**src/rtl/irqx_pkg.sv**
```systemverilog
package irqx_pkg;
  localparam int DW = 16;
  localparam logic [7:0] OFS_STATUS = 8'h10;
  localparam logic [7:0] OFS_CLEAR  = 8'h20;
  localparam logic [7:0] OFS_MASK   = 8'h38;
  localparam logic [7:0] OFS_SIG_A  = 8'h40;
  localparam logic [7:0] OFS_SIG_B  = 8'h48;
  localparam logic [7:0] OFS_VER    = 8'h50;
  localparam logic [7:0] OFS_SIG_C  = 8'h58;
  localparam logic [DW-1:0] SIG_A = 16'hAAAA;
  localparam logic [DW-1:0] SIG_B = 16'h5555;
  localparam logic [DW-1:0] SIG_C = 16'hCAFE;
endpackage

```
**src/rtl/irqx_sync.sv**
```systemverilog
module irqx_sync #(
  parameter int N_LINES = 16,
  parameter int STAGES = 2,
  parameter logic [N_LINES-1:0] ACT_LOW = '0
) (
  input  logic               clk_i,
  input  logic               rst_ni,
  input  logic [N_LINES-1:0] raw_i,
  output logic [N_LINES-1:0] req_o
);
  logic [N_LINES-1:0] stage_q [STAGES];

  always_ff @(posedge clk_i or negedge rst_ni) begin
    if (!rst_ni) begin
      for (int s = 0; s < STAGES; s++) stage_q[s] <= '0;
    end else begin
      // normalise polarity so 1 means "request active"
      stage_q[0] <= raw_i ^ ACT_LOW;
      for (int s = 1; s < STAGES; s++) stage_q[s] <= stage_q[s-1];
    end
  end

  assign req_o = stage_q[STAGES-1];
endmodule

```
**src/rtl/irqx_status.sv**
```systemverilog
module irqx_status #(
  parameter int N_LINES = 16
) (
  input  logic               clk_i,
  input  logic               rst_ni,
  input  logic [N_LINES-1:0] req_i,
  input  logic [N_LINES-1:0] clr_i,
  output logic [N_LINES-1:0] status_o
);
  logic [N_LINES-1:0] status_q;

  always_ff @(posedge clk_i or negedge rst_ni) begin
    if (!rst_ni) status_q <= '0;
    else         status_q <= (status_q | req_i) & ~clr_i;  // clear wins
  end

  assign status_o = status_q;
endmodule

```
**src/rtl/irqx_regs.sv**
```systemverilog
module irqx_regs
  import irqx_pkg::*;
#(
  parameter int N_LINES = 16,
  parameter int AW = 8,
  parameter logic [DW-1:0] VERSION = 16'h0107
) (
  input  logic               clk_i,
  input  logic               rst_ni,
  input  logic               cs_i,
  input  logic               we_i,
  input  logic [AW-1:0]      addr_i,
  input  logic [DW-1:0]      wdata_i,
  input  logic [N_LINES-1:0] status_i,
  output logic [N_LINES-1:0] mask_o,
  output logic [N_LINES-1:0] clr_o,
  output logic [DW-1:0]      rdata_o
);
  logic [N_LINES-1:0] mask_q, clr_q;
  logic [DW-1:0]      rdata_q, rd_mux;
  logic [7:0]         ofs;

  assign ofs = 8'(addr_i);

  always_comb begin
    rd_mux = '0;
    unique case (ofs)
      OFS_STATUS: rd_mux = DW'(status_i);
      OFS_CLEAR:  rd_mux = DW'(clr_q);
      OFS_MASK:   rd_mux = DW'(mask_q);
      OFS_SIG_A:  rd_mux = SIG_A;
      OFS_SIG_B:  rd_mux = SIG_B;
      OFS_VER:    rd_mux = VERSION;
      OFS_SIG_C:  rd_mux = SIG_C;
      default:    rd_mux = '0;
    endcase
  end

  always_ff @(posedge clk_i or negedge rst_ni) begin
    if (!rst_ni) begin
      mask_q  <= '1;
      clr_q   <= '0;
      rdata_q <= '0;
    end else if (cs_i) begin
      if (we_i) begin
        if (ofs == OFS_MASK)  mask_q <= wdata_i[N_LINES-1:0];
        if (ofs == OFS_CLEAR) clr_q  <= wdata_i[N_LINES-1:0];
      end else begin
        rdata_q <= rd_mux;
      end
    end
  end

  assign mask_o  = mask_q;
  assign clr_o   = clr_q;
  assign rdata_o = rdata_q;
endmodule

```
**src/rtl/irqx_top.sv**
```systemverilog
module irqx_top
  import irqx_pkg::*;
#(
  parameter int N_LINES = 16,
  parameter int AW = 8,
  parameter int SYNC_STAGES = 2,
  parameter logic [N_LINES-1:0] ACT_LOW = 16'h0001,
  parameter logic [15:0] VERSION = 16'h0107
) (
  input  logic               clk_i,
  input  logic               rst_ni,
  input  logic [N_LINES-1:0] irq_req_i,
  input  logic               cs_i,
  input  logic               we_i,
  input  logic [AW-1:0]      addr_i,
  input  logic [15:0]        wdata_i,
  output logic [15:0]        rdata_o,
  output logic               irq_no
);
  logic [N_LINES-1:0] req_sync, status_q, mask_q, clr_q;

  irqx_sync #(.N_LINES(N_LINES), .STAGES(SYNC_STAGES), .ACT_LOW(ACT_LOW)) u_sync (
    .clk_i(clk_i), .rst_ni(rst_ni), .raw_i(irq_req_i), .req_o(req_sync)
  );

  irqx_status #(.N_LINES(N_LINES)) u_status (
    .clk_i(clk_i), .rst_ni(rst_ni), .req_i(req_sync), .clr_i(clr_q), .status_o(status_q)
  );

  irqx_regs #(.N_LINES(N_LINES), .AW(AW), .VERSION(VERSION)) u_regs (
    .clk_i(clk_i), .rst_ni(rst_ni), .cs_i(cs_i), .we_i(we_i), .addr_i(addr_i),
    .wdata_i(wdata_i), .status_i(status_q), .mask_o(mask_q), .clr_o(clr_q),
    .rdata_o(rdata_o)
  );

  assign irq_no = ~|(status_q & ~mask_q);
endmodule

```
**config.mk**
```make
export PLATFORM = sky130hd
export DESIGN_NAME = irqx_top
export DESIGN_NICKNAME = d
export VERILOG_FILES = /design/src/rtl/irqx_pkg.sv /design/src/rtl/irqx_sync.sv /design/src/rtl/irqx_status.sv /design/src/rtl/irqx_regs.sv /design/src/rtl/irqx_top.sv
export SDC_FILE = /design/constraint.sdc
export NUM_CORES = 1
export LEC_CHECK = 0
export ABC_AREA = 1
export ABC_CLOCK_PERIOD_IN_PS = 1200
export BUFFER_PORTS_ARGS = -buffer_cell sky130_fd_sc_hd__buf_2
export CAP_MARGIN = 10
export CORE_MARGIN = 3
export CORE_UTILIZATION = 34
export DETAILED_ROUTE_END_ITERATION = 10
export GPL_TIMING_DRIVEN = 0
export PLACE_DENSITY = 0.65
export SYNTH_ARGS = -nofsm -noshare
export SYNTH_HDL_FRONTEND = slang
export SYNTH_SLANG_ARGS = --single-unit
```
**constraint.sdc**
```tcl
create_clock -name clk_i -period 1.2 [get_ports clk_i]
set_input_delay 0.24 -clock clk_i [delete_from_list [all_inputs] [get_ports clk_i]]
set_output_delay 0.24 -clock clk_i [all_outputs]
set_load 0.03 [all_outputs]
```
== After elaboration in Yosys (flattened, before gate mapping) ==
Cells that the tools add are included.
Storage, ports and cells
  register bits: 96
  output and inout bits: 17
  word-level logic and storage cells: 26
Cells by class
  equal/unequal tests: 7
  muxes and demuxes: 1
  bitwise operators: 7
  reduce and logical (&&, ||, !) cells: 5
Operators by type and width (number)
  16-bit one-hot mux with 7 select lines: 1
  16-bit bitwise AND: 2
  8-bit by 7-bit equality test with 1-bit output (second input constant): 4
  16-bit NOT: 2
  8-bit by 6-bit equality test with 1-bit output (second input constant): 2
  16-bit bitwise OR: 1
  16-bit OR reduction: 1
  8-bit by 5-bit equality test with 1-bit output (second input constant): 1
  3-bit AND reduction: 2
  1-bit NOT: 2
  2-bit AND reduction: 1
  1-bit logical NOT: 1

== Logic depth before layout (Yosys ltp) ==
  depth after elaboration: 4
  mapped depth: 10

== Cells and area by module ==
Synthesis repeated with hierarchy kept, for this count alone.
Second synthesis, totals
  cells, all modules: 475
  area, all modules: 4247.8 µm²
Modules (own cells, without submodules)
  irqx_regs: instances 1, cells each 332, area each 2628.8 µm², sequential area each 1221.2 µm²
  irqx_sync: instances 1, cells each 49, area each 924.6 µm², sequential area each 800.8 µm²
  irqx_status: instances 1, cells each 48, area each 520.5 µm², sequential area each 400.4 µm²
  irqx_top: instances 1, cells each 46, area each 173.9 µm², sequential area each 0.0 µm²

== Worst setup path after synthesis ==
No wires, ideal clock.
  path kind: flip-flop to output port
  from: register u_regs.mask_q[11] (netlist: u_regs.mask_o[11])
  to: output irq_no
  arrival time: 1.305 ns
  data required time: 0.960 ns
  path slack: -0.345 ns
  stages on the path, launching flop included: 7
  path through: dfstp_2 > inv_1 > nand2_1 > nand2_1 > a211oi_1 > o211ai_1 > nor2_1
On the way
  longest elaborated chain between the ends: 4
Ends and longest elaborated chain
  start: declaration: RTL line irqx_regs.sv:19  | logic [N_LINES-1:0] mask_q, clr_q;
  start signal: assignment: RTL line irqx_regs.sv:46  | if (ofs == OFS_MASK) mask_q <= wdata_i[N_LINES-1:0];
  16-bit NOT: RTL line irqx_top.sv:36  | assign irq_no = ~|(status_q & ~mask_q);
  16-bit bitwise AND: RTL line irqx_top.sv:36
  16-bit OR reduction: RTL line irqx_top.sv:36
  1-bit logical NOT: RTL line irqx_top.sv:36
  end: declaration: RTL line irqx_top.sv:18  | output logic irq_no
No other way between the ends.

== Worst setup path after layout ==
  from: register u_regs.mask_q[7] (netlist: u_regs.mask_o[7])
  to: output irq_no
Same word-level chain as after synthesis.

==> flow_summary.toml <==
[floorplan]
start_util_pct = 35.2
die_h_um = 115
die_x_um = 115
rows = 39
core_area_um2 = 11600
io-pin-count = 61
die_area_um2 = 13300

[timing]
drv_slew = 0
skew_ps = 7.39
timing.fmax_ghz = 0.529
grt_setup_unrepaired = "true"
min_period_ps = 1890
fin_crit_sh_pct = 158
maxSlewHeadroom_pct = 73.2
hold_violations = 0
setup_ws_ps = -692
worst_slew_pin_slew_ps = 402
setup_viol = 1

[global_route]
grt_first_pass_wirelength_um = 15900
grt_max_degree = 69
track_usage_pct = 15.7
grt_pass1_vias = 3123
globalRouteOverflowTotal = 0
antenna_found_initial = 0

[final_layout]
fin_area_um2 = 5140
final_cell_mix = "nand2_1, dfrtp_1, nor2_1"
syn_to_final_growth_pct = 26.4
num-nets-final = 587
drive_gt1_share_pct = 25.2
n_antenna_cell = 0
final_common_cell = "nand2_1"
fillCellCount = 1123

[cts]
htree_levels = 3
numCtsBuffers = 9
ctsRootBufferMaster = "clkbuf_16"
clk_pin_slew_ps = 70
cts.path.max_buffers = 2
tritoncts = "built"
cts.sinks = 96
worstSkewPairLatency_ps = 350

[placement]
placed_area_um2 = 4590
place_hpwl_um = 6860
io_buffers = 60
gp_congestion = 0.888
dp_slack_ps = -465

[routing]
first_iter_violations = 220
drc = 0
met1_length_um = 4340
vias = 3203
totalWireLength_um = 9640
first_pass_iters = 4
met2_length_um = 4400
dr_wl_met3_um = 627
drtAntennaViolNets = 0
dr.max_layer_used = "met4"
drt-vias-per-instance = 4.64
wl_per_cell_um = 13.9

[pwr]
leakage_nw = 2.71
power_density_nw_per_um2 = 1370
peakVddDrop_mv = 0.588

[yosys]
synth_top_area_share_pct = 49.2
synth_seq_cells = 96
synth_cell_types = 27
syn_avg_cell_area_um2 = 8.99
synthTopCellsByArea = "dfrtp_1, nand2_1, dfstp_2"
netlist_instances = 453
synth_area_um2 = 4070
yosys.area.top_type = "dfrtp_1"
yosys_warnings = 0
ys_seq_area_share_pct = 59.5
synthesis.nets = 497

[hold_path]
hp-class = "in2reg"

[worst_setup_path]
path_max_fanout = 3
arrival_ps = 1650
required_ps = 960
crit_type = "reg2out"
critPathCaptureType = "output port"
cp-start-kind = "flop"

[run]
maxCapViolCount = 0

[run_status]
status = "finished, violations left"
failed_checks = "negative setup slack"
==> worst paths after layout <==
| kind | to | cells past startpoint | slack, ps | start |
|---|---|---|---|---|
| worst max-delay path | irq_no | 7 | -690 | u_regs.mask_o[7] |
| worst min-delay path | u_sync.stage_q[16] | 2 | 10 | irq_req_i[0] |
| worst max register to register | u_regs.rdata_o[14] | 4 | 210 | u_regs.clr_o[14] |
| worst min register to register | u_sync.req_o[8] | 0 | 350 | u_sync.stage_q[24] |
| max in group asynchronous | u_regs.mask_o[7] | 3 | 140 | rst_ni |
| min in group asynchronous | u_sync.stage_q[27] | 2 | 350 | rst_ni |
==> flip-flops by register name, indices dropped and copies added (netlist names) <==
name and flops:
u_regs.clr_o 16, u_regs.mask_o 16, u_regs.rdata_o 16, u_status.status_o 16
u_sync.req_o 16, u_sync.stage_q 16
==> routing by layer <==
metal	track usage, %	vias up
met5	0	-
met4	7.59	0
met3	3.03	17
li1	-	1584
met1	21.6	1510
met2	23.8	92
==> cells by family after synthesis <==
group	after synthesis	synth area share, %
compound gates	47	7.13
flops	96	59.5
simple gates	241	25.6
buf+inv	69	7.81
==> area by class of cell <==
class                      instances  area (um^2)  area share, %
inverter                          56          210           4.09
clock buffer                      10          239           4.64
buffer                            13          110           2.14
tap                              143          179           3.48
clock inverter                     6         91.3           1.78
timing repair buffer              79          531           10.3
sequential                        96         2420           47.1
multi-input combinational        288         1360           26.5
==> critical path: stages (launching register included) <==
cell,delay (ps)
dfstp_2,520
inv_1,60
nand2_1,60
o21ai_0,90
nor2_1,150
nand4_1,140
nor2_4,150
buf_6,140
==> repair_timing <==
| action | in CTS | in global routing |
|---|---|---|
| hold endpoints to repair | 38 | 0 |
| hold buffers | 16 | 0 |
| gates resized for setup | 9 | 6 |
| setup buffers | 0 | 2 |
| setup endpoints to repair | 2 | 25 |
| pin swaps | 2 | 3 |
==> synthesized netlist by cell type (all sizes together) <==
cell type    n
a21boi       2
a211oi       1
clkbuf       1
inv         56
buf         12
nand4        1
o211ai       1
dfrtp       80
a21oi        2
nor2        69
nand2      131
nand3       40
dfstp       16
o21bai       3
o21a         6
o21ai       32
==> through the flow <==
stage,std cells,util (%),setup TNS [ps],power (mW),hold slack [ps]
2_1_floorplan,453,-,-176,3.69,-55.6
3_3_place_gp,656,39.4,-104560,3.90,332
3_5_place_dp,657,39.7,-11600,3.93,193
4_1_cts,689,44.1,-763,7.15,7.55
5_1_grt,691,44.5,-790,7.35,15.8
6_report,691,44.5,-692,7.07,13.7
==> report_power, final <==
group	total (mW)	internal, mW	switching [mW]
combinational	0.465	0.186	0.279
sequential	3.46	3.39	0.0688
clock	3.15	1.89	1.25
No activity file was read; power rests on OpenSTA's default activity.
